--- src/rtl/cmov_pkg.sv ---
package cmov_pkg;

   localparam int CODE_W = 3;

   // Base tests selected by code bits 1:0; code bit 2 inverts the result.
   typedef enum logic [1:0] {
      TEST_ZERO   = 2'b00,
      TEST_UNUSED = 2'b01,
      TEST_MSB    = 2'b10,
      TEST_LSB    = 2'b11
   } base_test_e;

   function automatic logic code_unassigned(input logic [CODE_W-1:0] code);
      return base_test_e'(code[1:0]) == TEST_UNUSED;
   endfunction

endpackage

--- src/rtl/cmov_chunk_test.sv ---
module cmov_chunk_test #(
   parameter int W = 8
) (
   input  logic [W-1:0]                 chunk,
   input  logic [cmov_pkg::CODE_W-1:0]  code,
   output logic                         pass
);
   import cmov_pkg::*;

   logic base;

   always_comb begin
      unique case (base_test_e'(code[1:0]))
         TEST_ZERO: base = ~|chunk;
         TEST_MSB:  base = chunk[W-1];
         TEST_LSB:  base = chunk[0];
         default:   base = 1'b0;
      endcase
      pass = base ^ code[2];
   end

endmodule

--- src/rtl/cmov_size_bank.sv ---
module cmov_size_bank #(
   parameter int DATA_W = 64,
   parameter int LANE_W = 8,
   localparam int NLANES = DATA_W / LANE_W,
   localparam int NSIZES = $clog2(NLANES) + 1
) (
   input  logic [DATA_W-1:0]                   cond_val,
   input  logic [cmov_pkg::CODE_W-1:0]         cond_code,
   output logic [NSIZES-1:0][NLANES-1:0]       size_masks
);

   for (genvar s = 0; s < NSIZES; s++) begin : g_size
      localparam int CW  = LANE_W << s;
      localparam int NCH = DATA_W / CW;
      localparam int LPC = CW / LANE_W;
      for (genvar c = 0; c < NCH; c++) begin : g_chunk
         logic pass;
         cmov_chunk_test #(.W(CW)) u_test (
            .chunk (cond_val[c*CW +: CW]),
            .code  (cond_code),
            .pass  (pass)
         );
         assign size_masks[s][c*LPC +: LPC] = {LPC{pass}};
      end
   end

endmodule

--- src/rtl/cmov_lane_expand.sv ---
module cmov_lane_expand #(
   parameter int DATA_W = 64,
   parameter int LANE_W = 8,
   localparam int NLANES = DATA_W / LANE_W
) (
   input  logic [NLANES-1:0] lane_mask,
   output logic [DATA_W-1:0] bit_mask
);

   for (genvar l = 0; l < NLANES; l++) begin : g_lane
      assign bit_mask[l*LANE_W +: LANE_W] = {LANE_W{lane_mask[l]}};
   end

endmodule

--- src/rtl/cmov_eval.sv ---
module cmov_eval #(
   parameter int DATA_W = 64,
   parameter int LANE_W = 8,
   localparam int NLANES = DATA_W / LANE_W,
   localparam int NSIZES = $clog2(NLANES) + 1,
   localparam int SZ_W   = (NSIZES > 1) ? $clog2(NSIZES) : 1
) (
   input  logic                          clk,
   input  logic                          rst_n,
   input  logic                          cond_en,
   input  logic [cmov_pkg::CODE_W-1:0]   cond_code,
   input  logic [SZ_W-1:0]               chunk_sel,
   input  logic [DATA_W-1:0]             cond_val,
   input  logic [DATA_W-1:0]             src_val,
   input  logic [DATA_W-1:0]             dst_old,
   output logic [DATA_W-1:0]             dst_new,
   output logic [NLANES-1:0]             lane_taken,
   output logic                          cond_illegal
);

   // Elaboration-time parameter checks
   if (LANE_W < 1) begin : g_bad_lane
      $error("cmov_eval: LANE_W must be positive");
   end
   if (DATA_W % LANE_W != 0) begin : g_bad_div
      $error("cmov_eval: DATA_W must be a multiple of LANE_W");
   end
   if ((1 << (NSIZES - 1)) != NLANES) begin : g_bad_pow
      $error("cmov_eval: DATA_W / LANE_W must be a power of two");
   end

   logic [NSIZES-1:0][NLANES-1:0] size_masks;
   logic [NLANES-1:0]             chunk_mask;
   logic [NLANES-1:0]             lane_d;
   logic [DATA_W-1:0]             bit_mask;
   logic [DATA_W-1:0]             dst_d;
   logic                          unassigned;
   logic                          illegal_d;

   cmov_size_bank #(.DATA_W(DATA_W), .LANE_W(LANE_W)) u_bank (
      .cond_val   (cond_val),
      .cond_code  (cond_code),
      .size_masks (size_masks)
   );

   // Pick the mask for the selected width; out-of-range selects use the widest.
   always_comb begin
      chunk_mask = size_masks[NSIZES-1];
      for (int s = 0; s < NSIZES - 1; s++) begin
         if (chunk_sel == SZ_W'(s)) chunk_mask = size_masks[s];
      end
   end

   assign unassigned = cmov_pkg::code_unassigned(cond_code);
   assign illegal_d  = cond_en & unassigned;

   always_comb begin
      if (!cond_en)        lane_d = '1;
      else if (unassigned) lane_d = '0;
      else                 lane_d = chunk_mask;
   end

   cmov_lane_expand #(.DATA_W(DATA_W), .LANE_W(LANE_W)) u_expand (
      .lane_mask (lane_d),
      .bit_mask  (bit_mask)
   );

   assign dst_d = (src_val & bit_mask) | (dst_old & ~bit_mask);

   always_ff @(posedge clk) begin
      if (!rst_n) begin
         dst_new      <= '0;
         lane_taken   <= '0;
         cond_illegal <= 1'b0;
      end else begin
         dst_new      <= dst_d;
         lane_taken   <= lane_d;
         cond_illegal <= illegal_d;
      end
   end

endmodule

--- config.mk ---
export PLATFORM = sky130hd
export DESIGN_NAME = cmov_eval
export DESIGN_NICKNAME = d
export VERILOG_FILES = /design/src/rtl/cmov_pkg.sv /design/src/rtl/cmov_chunk_test.sv /design/src/rtl/cmov_size_bank.sv /design/src/rtl/cmov_lane_expand.sv /design/src/rtl/cmov_eval.sv
export SDC_FILE = /design/constraint.sdc
export NUM_CORES = 1
export LEC_CHECK = 0
export BUFFER_PORTS_ARGS = -buffer_cell sky130_fd_sc_hd__buf_2
export CAP_MARGIN = 20
export CORE_AREA = 4 4 105 107
export CTS_CLUSTER_SIZE = 28
export DETAILED_ROUTE_END_ITERATION = 6
export DIE_AREA = 0 0 109 111
export GPL_TIMING_DRIVEN = 0
export PLACE_DENSITY = 0.75
export SLEW_MARGIN = 20
export SYNTH_ARGS = -nofsm -noshare
export SYNTH_HDL_FRONTEND = slang
export SYNTH_SLANG_ARGS = --single-unit
--- constraint.sdc ---
create_clock -name clk -period 3.1 [get_ports clk]
set_input_delay 0 -clock clk [delete_from_list [all_inputs] [get_ports clk]]
set_output_delay 0 -clock clk [all_outputs]
set_load 0.01 [all_outputs]
======== Yosys cells after proc, flatten, opt, wreduce, memory -nomap -nowiden ========
Cells that the tools add are included.
storage, ports and cells
  memory bits (writable) .................. 0
  word-level logic and storage cells ...... 80
  memories kept ........................... 0
  input port bits ......................... 200
  flip-flop bits (word level) ............. 73
  ROM bits ................................ 0
  output and inout bits ................... 73
  latch bits .............................. 0
cells by class
  bitwise gates (word level) .............. 20
  shift operators ......................... 0
  div/mod/pow operators ................... 0
  muxes and demuxes ....................... 20
  magnitude comparators ................... 0
  equality and inequality tests ........... 5
  multipliers ............................. 0
  reduce and logical (&&, ||, !) cells .... 32
  add/sub/neg operators ................... 0
operators by type and width
  kind                count
  $and 64x64->64      2
  $not 64->64         1
  $or 64x64->64       1
  $reduce_or 16->1    4
  $reduce_or 32->1    2
  $reduce_or 64->1    1
  $reduce_or 8->1     8
  $pmux 1 s3          15
  $mux 8              5
  $logic_not 1->1     15
  $xor 1x1->1         15
  $eq 2x2->1 const B  3
  $eq 2x1->1 const B  2
  $logic_not 2->1     2
  $and 1x1->1         1

======== Depth between registers and ports, before layout ========
Gate-level depths: netlist (run 1).
  depth after elaboration ................. 12
  mapped depth ............................ 11
  depth with buffers taken out ............ 8

======== Hierarchy ========
A second synthesis (run 1) with hierarchy kept.
unflattened totals
  cell total of the unflattened synthesis .. 530
  area total of the unflattened synthesis .. 5,161.2 um^2
by module, submodules not included
  module                                                     instances  seq. area each (um^2)  area each (um^2)  cells an instance
  cmov_eval                                                  1          1,461.4                3,129.3           268
  cmov_chunk_test at u_bank.g_size[0].g_chunk[0].u_test ...  8          0.0                    73.8              9
  cmov_lane_expand                                           1          0.0                    480.5             64
  cmov_chunk_test at u_bank.g_size[1].g_chunk[0].u_test ...  4          0.0                    71.3              9
  cmov_chunk_test at u_bank.g_size[2].g_chunk[0].u_test ...  2          0.0                    123.9             16
  cmov_size_bank                                             1          0.0                    240.2             32
  cmov_chunk_test at u_bank.g_size[3].g_chunk[0].u_test      1          0.0                    187.7             26

======== Worst setup path before layout (run 1) ========
OpenSTA, ideal clock, no wires.
  kind .................................... input port to flip-flop
  start point ............................. input port cond_val[49]
  end point ............................... register dst_new[39]
  setup slack ............................. 0.977 ns
  setup time .............................. 0.115 ns
  required time ........................... 2.985 ns
  buffers on the path ..................... 1
  stages .................................. 9
  arrival time ............................ 2.008 ns
  path through ............................ nor4_2 nand4_2 nor4_2 a21boi_2 o41a_1 a32o_2 buf_6 nand3_2 o21ai_2
on the way
  word-level cells in the longest chain between the ends .. 12
  elaborated cells between the ends (all ways) .. 17
  those cells by class .................... mux (7); bitwise (6); reduce/logical (4)
RTL lines
  element               line                   RTL
  from (decl)           cmov_eval.sv:13        input logic [DATA_W-1:0] cond_val,
  $reduce_or 64->1      cmov_chunk_test.sv:14  TEST_ZERO: base = ~|chunk;
  $logic_not 1->1       cmov_chunk_test.sv:14
  $pmux 1 s3            cmov_chunk_test.sv:13  unique case (base_test_e'(code[1:0]))
  $xor 1x1->1           cmov_chunk_test.sv:19  pass = base ^ code[2];
  $mux 8 (2 in a row)   cmov_eval.sv:50        if (chunk_sel == SZ_W'(s)) chunk_mask = size_masks[s];
  $mux 8 (*)            cmov_eval.sv:50
  $mux 8 (*)            cmov_eval.sv:59        else if (unassigned) lane_d = '0;
  $mux 8 (*)            cmov_eval.sv:58        if (!cond_en) lane_d = '1;
  $not 64->64           cmov_eval.sv:68        assign dst_d = (src_val & bit_mask) | (dst_old & ~bit_mask);
  $and 64x64->64        cmov_eval.sv:68
  $or 64x64->64 (*)     cmov_eval.sv:68
  to (signal assigned)  cmov_eval.sv:76        dst_new <= dst_d;
  to (decl)             cmov_eval.sv:16        output logic [DATA_W-1:0] dst_new,
Every way passes the cells marked *; elsewhere a longest branch is shown, timed or not.
A chain may end at the register's enable or synchronous reset.

======== Worst setup path after layout (run 1) ========
  start point ............................. input port cond_val[61]
  end point ............................... register dst_new[14]
on the way
  word-level cells in the longest chain between the ends .. 12
  elaborated cells between the ends (all ways) .. 13
  those cells by class .................... mux (6); bitwise (5); reduce/logical (2)
RTL lines
  element                  line
  $reduce_or 64->1 (*)     cmov_chunk_test.sv:14
  $logic_not 1->1 (*)      cmov_chunk_test.sv:14
  $pmux 1 s3 (*)           cmov_chunk_test.sv:13
  $xor 1x1->1 (*)          cmov_chunk_test.sv:19
  $mux 8 (*) (3 in a row)  cmov_eval.sv:50
  $mux 8 (*)               cmov_eval.sv:59
  $mux 8 (*)               cmov_eval.sv:58
  $not 64->64              cmov_eval.sv:68
  $and 64x64->64           cmov_eval.sv:68
  $or 64x64->64 (*)        cmov_eval.sv:68
Marks and branches as above.

==> results of run 1 <==
## flip-flops by register name, indices dropped and copies added (netlist names)
name          cells
cond_illegal      1
lane_taken        8
dst_new          64
## report_power, final
| part | internal [mW] | total [mW] | switching [mW] |
|---|---|---|---|
| clock network | 0.380 | 0.780 | 0.401 |
| logic | 0.440 | 0.836 | 0.396 |
| registers | 1.03 | 1.05 | 0.0227 |
## area by class of cell
cell class | count | area [sq um]
clock inverters | 7 | 77.6
inverters | 7 | 26.3
plain buffers | 33 | 159
flip-flops and latches | 73 | 1460
multi-input cells | 348 | 2190
repair buffers | 395 | 2620
clock buffers | 9 | 124
well taps | 136 | 170
fillers | 784 | 3310
## per-stage QoR
stage,std cells,utilization (%)
after floorplan,461,-
after global placement,864,52.7
after detailed placement,864,52.7
after CTS,1008,67.3
after global routing,1008,67.3
final,1008,67.3
## layer usage
layer	up-vias	GRT usage [%]
met5	-	0
met4	0	11.3
met3	38	5.71
met2	246	48.2
met1	2356	27.5
li1	2432	-
## cell families (layout without fill, tap and decap cells)
family,count (synthesis),count (layout),share of synthesized area [%]
AO/OA/AOI/OAI,77,77,14.6
flip-flops,73,73,38.1
buffers and inverters,40,451,4.83
XOR/XNOR,12,12,2.74
multiplexers,52,52,13.9
AND/OR/NAND/NOR,207,207,25.9
## cell usage after synthesis, drive strengths merged (3+ instances only)
library cell	instances	share of area, %
a21o	3	0.59
a21oi	11	1.6
a32oi	3	0.68
and2	4	0.72
buf	12	2.1
clkbuf	21	2.1
dfxtp	73	38
inv	7	0.68
mux2	9	2.6
mux2i	43	11
nand2	122	12
nand2b	3	0.49
nand3	32	4.3
nor2	16	1.6
nor3	3	0.52
nor4	17	4.3
o21ai	30	4.7
o221ai	4	1.4
o22ai	3	0.49
o31ai	3	0.59
xnor2	11	2.5
## cells in the final DEF (no fill, tap or decap), drive strengths merged, types with 2 or more instances in the layout
cell	instances
a32oi	3
clkinv	3
nand3	32
nand4	2
a21o	3
o221ai	4
clkbuf	30
dfxtp	73
mux2i	43
nor3b	2
inv	9
o22ai	3
a31oi	2
a211oi	2
and3	2
a21oi	11
dlygate4sd3	128
o21a	2
o21ai	30
a32o	2
nor2	16
a21boi	2
buf	279
and2	4
nor3	3
and4	2
mux2	9
o31ai	3
xnor2	11
a2111oi	2
nor4	17
nand2b	3
nand2	122
## worst paths after layout
check | startpoint | endpoint | slack, ns | cells past startpoint
max | cond_val[61] | dst_new[14]$_SDFF_PN0_ | 0.19 | 11
min | cond_en | cond_illegal$_SDFF_PN0_ | 0.21 | 2
## what timing repair did
action / in CTS / in global routing
setup endpoints to repair: 0 / 0
hold buffers: 128 / 0
hold endpoints to repair: 64 / 0
==> results.yml, run 1 <==
floorplan:
  coreArea_sq_um: 10100
  io_pins: 273
  num_rows: 37
  initial_utilization_pct: 37.9
  die_w_microns: 109
  die-area_sq_um: 12100
  fp.dieH_microns: 111
route:
  antenna_left: 0
  viasPerCell: 5.03
  wl_per_cell_microns: 16.3
  routed_wl_mm: 16.4
  met1Wirelength_mm: 6.11
  num_vias: 5072
  top_layer: "met4"
  drtIter0Drc: 299
  drt_pre_antenna_iters: 5
  route.met2.wl_mm: 8.66
  wl_met3_mm: 1.25
  drc_errors: 0
global_routing:
  grt_pass1_vias: 5503
  overflow: 0
  grt_max_degree: 15
  antenna_found_initial: 0
  grtUsageTotal_pct: 26.1
  grt_first_pass_wirelength_mm: 25.3
critical_path:
  cpPeakStageDelay_ns: 0.57
  cp_data_arrival_time_ns: 3.20
  crit_fanout: 10
  critPathLaunchType: "input port"
  crit_family: "simple AND/OR/NAND/NOR gates"
  crit_required_ns: 3.38
  crit_chain: "buf_2 > nor4_4 > nand4_2 > nor4_2 > o2111ai_1 > and2_4 > o221ai_2 > buf_4 > nand3_1 > o21ai_1 > dlygate4sd3_1"
  timing_worst_setup_path_type: "input port to flop"
  critPathCaptureType: "flop"
  slowest_stage: "dlygate4sd3_1"
  cp.buffers_inverters: 3
sta:
  tns_ns: 0
  timing.final.ws_setup_ns: 0.188
  rsz0062_at_grt: "false"
  min_period_ns: 2.91
  fmax_mhz: 343
  timing.final.crit_share_pct: 93.9
  holdWs_ns: 0.209
  maxSlewViolCount: 0
  max_slew.worst_pin.slew_ns: 0.604
  hold_violations: 0
  setup_violations: 0
  maxSlewHeadroom_pct: 59.4
yosys:
  async_flop_share_pct: 0
  synthesis.instances: 461
  synth_cell_types: 58
  syn_nets: 661
  synth_area_sq_um: 3840
  synth-seq-cells: 73
  synth_ff_type: "dfxtp_1"
  syn_avg_cell_area_sq_um: 8.32
  synth_enable_flop_cells: 0
  yosysWarnings: 0
  synth_seq_area_share_pct: 38.1
placement:
  io_buffers: 267
  dp_slack_ns: 0.447
  gp_congestion: 0.938
  placed_cell_area_sq_um: 5340
  dpl.hpwl_mm: 11.0
final_layout:
  area_delta_synth_final_pct: 77.9
  final_nets: 1067
  fin_area_sq_um: 6830
  num_antenna_cells: 0
  drive_above_1_share_pct: 37.7
clock_network:
  cts_tree: "yes"
  cts_buffers: 9
  htree_levels: 3
  clkTransAtPathRegs_ns: 0.09
  postCtsResizedCells: 0
  cts_setup_buffers: 0
  clock-sinks: 73
  cts-root-buf: "clkbuf_8"
  clockBufferDepth: 2
pwr:
  leakage_nw: 3.37
  power_mw: 2.67
  ir_drop_uv: 271
  power.density_nw_per_um2: 391
outcome:
  outcome: "completed"
job:
  drv_cap: 0
hold_path:
  hp-class: "input port to flop"
Power figures use the tool's default switching activity.
==> run 2: changes to the inputs <==
--- a/config.mk
+++ b/config.mk
@@ -7,12 +7,13 @@
 export LEC_CHECK = 0
 export BUFFER_PORTS_ARGS = -buffer_cell sky130_fd_sc_hd__buf_2
 export CAP_MARGIN = 20
-export CORE_AREA = 4 4 105 107
+export CORE_AREA = 4 4 103 105
 export CTS_CLUSTER_SIZE = 28
 export DETAILED_ROUTE_END_ITERATION = 6
-export DIE_AREA = 0 0 109 111
+export DIE_AREA = 0 0 107 109
 export GPL_TIMING_DRIVEN = 0
-export PLACE_DENSITY = 0.75
+export HOLD_SLACK_MARGIN = 0.1
+export PLACE_DENSITY = 0.78
 export SLEW_MARGIN = 20
 export SYNTH_ARGS = -nofsm -noshare
 export SYNTH_HDL_FRONTEND = slang
==> constraint.sdc (replaced) <==
create_clock -name clk -period 3.8 [get_ports clk]
set_input_delay 0 -clock clk [delete_from_list [all_inputs] [get_ports clk]]
set_output_delay 0 -clock clk [all_outputs]
set_load 0.01 [all_outputs]
==> run 2 against run 1 <==
Against the previous run:
- power fell by 14%
- worst hold slack got worse by 0.070 ns
- global-route usage rose by 3.0 points
- sequential share of layout area fell by 0.13 points
- utilization rose by 3.9 points
- largest cell class unchanged
==> results.yml, run 2 (synthesis gave the netlist of run 1 again) <==
sta:
  timing.final.crit_share_pct: 75.0
  fmax_mhz: 351
  hold_violations: 0
  timing.final.ws_setup_ns: 0.951
  maxSlewHeadroom_pct: 58.3
  maxSlewViolCount: 0
  min_period_ns: 2.85
  setup_violations: 0
  rsz0062_at_grt: "false"
  max_slew.worst_pin.slew_ns: 0.626
  tns_ns: 0
critical_path:
  timing_worst_setup_path_type: "input port to flop"
  crit_required_ns: 4.08
  critPathCaptureType: "flop"
  critPathLaunchType: "input port"
  cpPeakStageDelay_ns: 0.60
  cp_data_arrival_time_ns: 3.13
  crit_chain: "buf_2 > nor4_1 > nand4_1 > nor3_2 > o2111ai_1 > and2_4 > o221ai_2 > buf_4 > nand3_1 > o21ai_1 > dlygate4sd3_1"
  crit_fanout: 10
  slowest_stage: "dlygate4sd3_1"
route:
  num_vias: 5221
  drt_pre_antenna_iters: 5
  drc_errors: 0
  routed_wl_mm: 17.5
  wl_per_cell_microns: 17.4
  antenna_left: 0
  viasPerCell: 5.19
  drtIter0Drc: 345
global_routing:
  grt_max_degree: 14
  grt_pass1_vias: 5451
  grtUsageTotal_pct: 29.0
  grt_first_pass_wirelength_mm: 26.5
  overflow: 0
  antenna_found_initial: 0
floorplan:
  fp.dieH_microns: 109
  io_pins: 273
  coreArea_sq_um: 9640
  num_rows: 36
  die-area_sq_um: 11700
  initial_utilization_pct: 39.8
  die_w_microns: 107
final_layout:
  area_delta_synth_final_pct: 79.0
  largest_register: "dst_new"
  mostFrequentLayoutCells: "271 x buf_2, 128 x dlygate4sd3_1, 122 x nand2_1, 73 x dfxtp_1, 43 x mux2i_1"
  final_nets: 1067
  drive_above_1_share_pct: 37.6
  largest_register_ffs: 64
  fin_cells: 1006
  fin_area_sq_um: 6870
  fill_cells: 696
  reg_top3: "dst_new (64), lane_taken (8), cond_illegal (1)"
  final_common_cell: "buf_2"
clock_network:
  cts_buffers: 9
  cts_setup_buffers: 0
  clockBufferDepth: 2
  htree_levels: 3
  cts-root-buf: "clkbuf_8"
  hold_buffers: 128
  postCtsResizedCells: 0
  clock-sinks: 73
  cts_tree: "yes"
  clkTransAtPathRegs_ns: 0.09
placement:
  gp_congestion: 0.870
  dp_slack_ns: 1.22
  placed_cells: 861
  dpl.hpwl_mm: 10.9
  placed_cell_area_sq_um: 5340
  io_buffers: 267
pwr:
  leakage_nw: 3.39
  power_mw: 2.30
  power.density_nw_per_um2: 334
  ir_drop_uv: 204
hold_path:
  hold_depth: 2
  hold_start: "cond_en"
  min_to: "cond_illegal$_SDFF_PN0_"
  hp-class: "input port to flop"
outcome:
  outcome: "completed"
job:
  drv_cap: 0
run 2: changes by cell type in the layout (fill, tap and decap cells not counted):
cell	previous run	this run
clkbuf_1	21	22
clkinv_4	2	3
clkinvlp_4	1	0
bufinv_16	1	3
inv_6	2	0
clkinv_2	1	0
diode_2	0	1
run 2: layout make-up:
type / count / area [sq um] / share of cell area [%]
plain buffers: 33 / 159 / 2.31
multi-input cells: 348 / 2190 / 31.9
inverters: 7 / 26.3 / 0.383
diodes: 1 / 2.50 / 0.0364
repair buffers: 395 / 2620 / 38.1
clock buffers: 10 / 128 / 1.86
well taps: 133 / 166 / 2.42
flip-flops and latches: 73 / 1460 / 21.3
clock inverters: 6 / 116 / 1.69
run 2: worst max-delay path, delay by kind of cell:
kind | cells | cell delay [ns]
buffers and inverters | 3 | 1.00
AO/OA/AOI/OAI | 3 | 0.76
AND/OR/NAND/NOR | 5 | 1.37
run 2: per-layer routing:
layer | vias to the layer above | track usage (%) | wire (microns)
met5 | - | 0 | 0
met4 | 0 | 14.8 | 707
met3 | 62 | 7.16 | 1560
met2 | 311 | 54.5 | 9220
met1 | 2413 | 29.9 | 6030
li1 | 2435 | - | -
run 2: where the power goes:
group,internal (mW),switching (mW)
logic,0.359,0.334
clock network,0.440,0.305
registers,0.838,0.0211
total,1.64,0.660
run 2: how the worst max path moves through the flow:
stage | from | to | cells past startpoint
finish | cond_val[0] | dst_new[6]$_SDFF_PN0_ | 11
global placement | cond_val[57] | dst_new[29]$_SDFF_PN0_ | 10
floorplan | cond_val[49] | dst_new[39]$_SDFF_PN0_ | 9
CTS | cond_val[61] | dst_new[30]$_SDFF_PN0_ | 11
detailed placement | cond_val[61] | dst_new[30]$_SDFF_PN0_ | 10
global route | cond_val[48] | dst_new[60]$_SDFF_PN0_ | 11
run 2: per-stage QoR:
stage                     hold WS (ns)  utilization (%)
after detailed placement         0.227             55.4
after floorplan                  0.121                -
after global placement           0.224             55.4
after global routing             0.143             71.2
after CTS                        0.119             71.2
final                            0.140             71.2
==> run 3: changes to the inputs <==
--- a/config.mk
+++ b/config.mk
@@ -5,15 +5,17 @@
 export SDC_FILE = /design/constraint.sdc
 export NUM_CORES = 1
 export LEC_CHECK = 0
+export ABC_AREA = 1
 export BUFFER_PORTS_ARGS = -buffer_cell sky130_fd_sc_hd__buf_2
 export CAP_MARGIN = 20
-export CORE_AREA = 4 4 103 105
+export CORE_ASPECT_RATIO = 1.5
+export CORE_MARGIN = 4
+export CORE_UTILIZATION = 38
 export CTS_CLUSTER_SIZE = 28
 export DETAILED_ROUTE_END_ITERATION = 6
-export DIE_AREA = 0 0 107 109
 export GPL_TIMING_DRIVEN = 0
 export HOLD_SLACK_MARGIN = 0.1
-export PLACE_DENSITY = 0.78
+export PLACE_DENSITY = 0.77
 export SLEW_MARGIN = 20
 export SYNTH_ARGS = -nofsm -noshare
 export SYNTH_HDL_FRONTEND = slang
==> constraint.sdc (replaced) <==
create_clock -name clk -period 2.37 [get_ports clk]
set_input_delay 0 -clock clk [delete_from_list [all_inputs] [get_ports clk]]
set_output_delay 0 -clock clk [all_outputs]
set_load 0.01 [all_outputs]
==> run 3 against run 2 <==
Against the previous run:
- utilization shrank 1.4 points
- clock power grew 83%
- sequential cell count is the same
- critical path depth grew 1
- sequential power grew 59%
- largest power group unchanged
- die area grew 5.5%
- critical path type unchanged
- final area grew 4.2%
- worst hold slack lost 0.023 ns
- clock-buffer cell count is the same
- largest cell class unchanged
- combinational power grew 69%
- worst setup slack lost 0.82 ns
- synthesized cell count grew 37%
==> results.yml, run 3 <==
outcome:
  outcome: "completed"
floorplan:
  coreArea_sq_um: 10200
  die-area_sq_um: 12300
  io_pins: 273
  fp.dieH_microns: 134
  initial_utilization_pct: 39.2
  num_rows: 45
  die_w_microns: 91.9
placement:
  io_buffers: 269
  placed_cells: 1043
  dpl.hpwl_mm: 11.4
  placed_cell_area_sq_um: 5540
  gp_congestion: 0.891
sta:
  rsz0062_at_grt: "false"
  min_period_ns: 2.23
  fmax_mhz: 448
  tns_ns: 0
  maxSlewHeadroom_pct: 55.9
  maxSlewViolCount: 0
  max_slew.worst_pin.slew_ns: 0.661
  setup_violations: 0
  hold_violations: 0
  timing.final.crit_share_pct: 94.3
route:
  num_vias: 5789
  drc_errors: 0
  viasPerCell: 4.86
  drt_pre_antenna_iters: 5
  drtIter0Drc: 209
  wl_per_cell_microns: 15.0
  antenna_left: 0
  routed_wl_mm: 17.9
yosys:
  synth-compound-area-share_pct: 10.8
  synth_most_common_cell: "nand2_1"
  synthMuxAreaShare_pct: 0
  synth_cell_types: 26
  synth-xor-area-share_pct: 0.873
  synth-seq-cells: 73
  yosysWarnings: 0
  synth_enable_flop_cells: 0
  synth_top_cells_by_area: "dfxtp_1 36%, nand2_1 14%, nor2_1 11%, a21oi_1 9.1%, nand3_1 8.1%"
  synth_seq_area_share_pct: 36.4
  synthSimpleGateAreaFrac_pct: 40.6
  yosysTopAreaCell: "dfxtp_1"
  syn_avg_cell_area_sq_um: 6.34
  synth_area_sq_um: 4010
  synthesis.instances: 633
  synthAdderAreaFrac_pct: 0
  synth_top_family_by_area: "simple AND/OR/NAND/NOR gates"
  synth_ff_type: "dfxtp_1"
  async_flop_share_pct: 0
  syn_nets: 833
  post-synth-top-area-fraction_pct: 36.4
  synth_commonest_cells: "149 x nand2_1, 118 x nor2_1, 73 x a21oi_1, 73 x dfxtp_1, 66 x inv_1"
clock_network:
  htree_levels: 3
  clkTransAtPathRegs_ns: 0.06
  cts_buffers: 9
  clockBufferDepth: 2
  cts-root-buf: "clkbuf_16"
  cts_tree: "yes"
  clock-sinks: 73
global_routing:
  grt_max_degree: 14
  grt_first_pass_wirelength_mm: 28.0
  antenna_found_initial: 1
  grt_pass1_vias: 6111
  grtUsageTotal_pct: 28.5
  overflow: 0
final_layout:
  final_common_cell: "buf_2"
  mostFrequentLayoutCells: "277 x buf_2, 148 x nand2_1, 129 x dlygate4sd3_1, 117 x nor2_1"
  fill_cells: 841
  fin_cells: 1190
  multi_input_area_sq_um: 2110
  area_delta_synth_final_pct: 78.4
  drive_above_1_share_pct: 31.7
  largest_register_ffs: 64
  final-seq-area_sq_um: 1460
  final_nets: 1243
  reg_top3: "dst_new (64), lane_taken (8), cond_illegal (1)"
  fin_area_sq_um: 7160
  largest_register: "dst_new"
critical_path:
  crit_fanout: 10
  critPathCaptureType: "flop"
  critPathLaunchType: "input port"
  timing_worst_setup_path_type: "input port to flop"
  crit_family: "buffers and inverters"
  slowest_stage: "dlygate4sd3_1"
  crit_chain: "buf_2 > dlygate4sd3_1 > nor2_1 > inv_1 > o21ai_0 > inv_2 > nand2_4 > buf_6 > nand3_1 > nand2_1 > nor2_1 > dlygate4sd3_1"
  cp_data_arrival_time_ns: 2.44
  cp.buffers_inverters: 6
  startpoint: "cond_code[1]"
  crit_required_ns: 2.57
  cpPeakStageDelay_ns: 0.56
pwr:
  power_mw: 3.89
  ir_drop_uv: 309
  leakage_nw: 3.96
  power.density_nw_per_um2: 544
job:
  drv_cap: 0
hold_path:
  hp-class: "input port to flop"
  hold_start: "cond_code[0]"
run 3: cell count changes after synthesis, moves of 12 or more:
cell	change
a21oi_1	+64
nand2_1	+27
nor2_1	+102
nand3_1	+34
nor4_1	-12
o21ai_1	-12
inv_1	+60
mux2i_1	-43
run 3: repair_timing:
action                                  in CTS  in global routing
hold buffers                               129                  0
endpoints found under the setup margin       0                 37
setup buffers                                0                  1
endpoints found under the hold margin       65                  0
resized for setup                            0                  3
run 3: cells by family after synthesis:
logic type      after synthesis
simple gates                367
buf+inv                     104
compound gates               85
flops                        73
xor+xnor                      4
run 3: worst min-delay path: stages:
cell    delay, ns
buf_2        0.11
inv_1        0.06
nor2_1       0.09
inv_1        0.08
nor3_1       0.04
run 3: final cells by class:
class	count	area share (%)
Timing Repair Buffer	399	37.1
Multi-Input combinational cell	456	29.5
Sequential cell	73	20.4
Inverter	72	3.78
Clock buffer	10	3.20
Buffer	32	2.55
Tap cell	141	2.46
Clock inverter	6	0.944
Antenna cell	1	0.0350
run 3: power by group:
part | total [mW] | internal [mW] | switching (mW) | leakage (nW)
clock network | 1.36 | 0.819 | 0.540 | 0.139
registers | 1.37 | 1.34 | 0.0305 | 0.610
logic | 1.17 | 0.569 | 0.600 | 3.21
run 3: metrics by stage:
stage | hold WS [ns] | setup slack, ns | util (%)
2_1_floorplan | 0.132 | 0.864 | -
3_3_place_gp | 0.219 | 0.406 | 54.0
3_5_place_dp | 0.225 | 0.380 | 54.0
5_1_grt | 0.162 | 0.0176 | 69.9
6_report | 0.116 | 0.136 | 69.9
4_1_cts | 0.110 | 0.0602 | 69.5
run 3: final timing paths:
check | end | depth (start not counted)
setup / recovery | dst_new[39]$_SDFF_PN0_ | 12
hold / removal | cond_illegal$_SDFF_PN0_ | 5
run 3: per-layer routing:
metal  wire (microns)  GRT usage [%]  part of all wire (%)
met5                0              0                     0
met4             1020           18.0                   5.7
met3             1390           6.34                   7.8
met2             9500           53.7                    53
met1             5970           27.6                    33
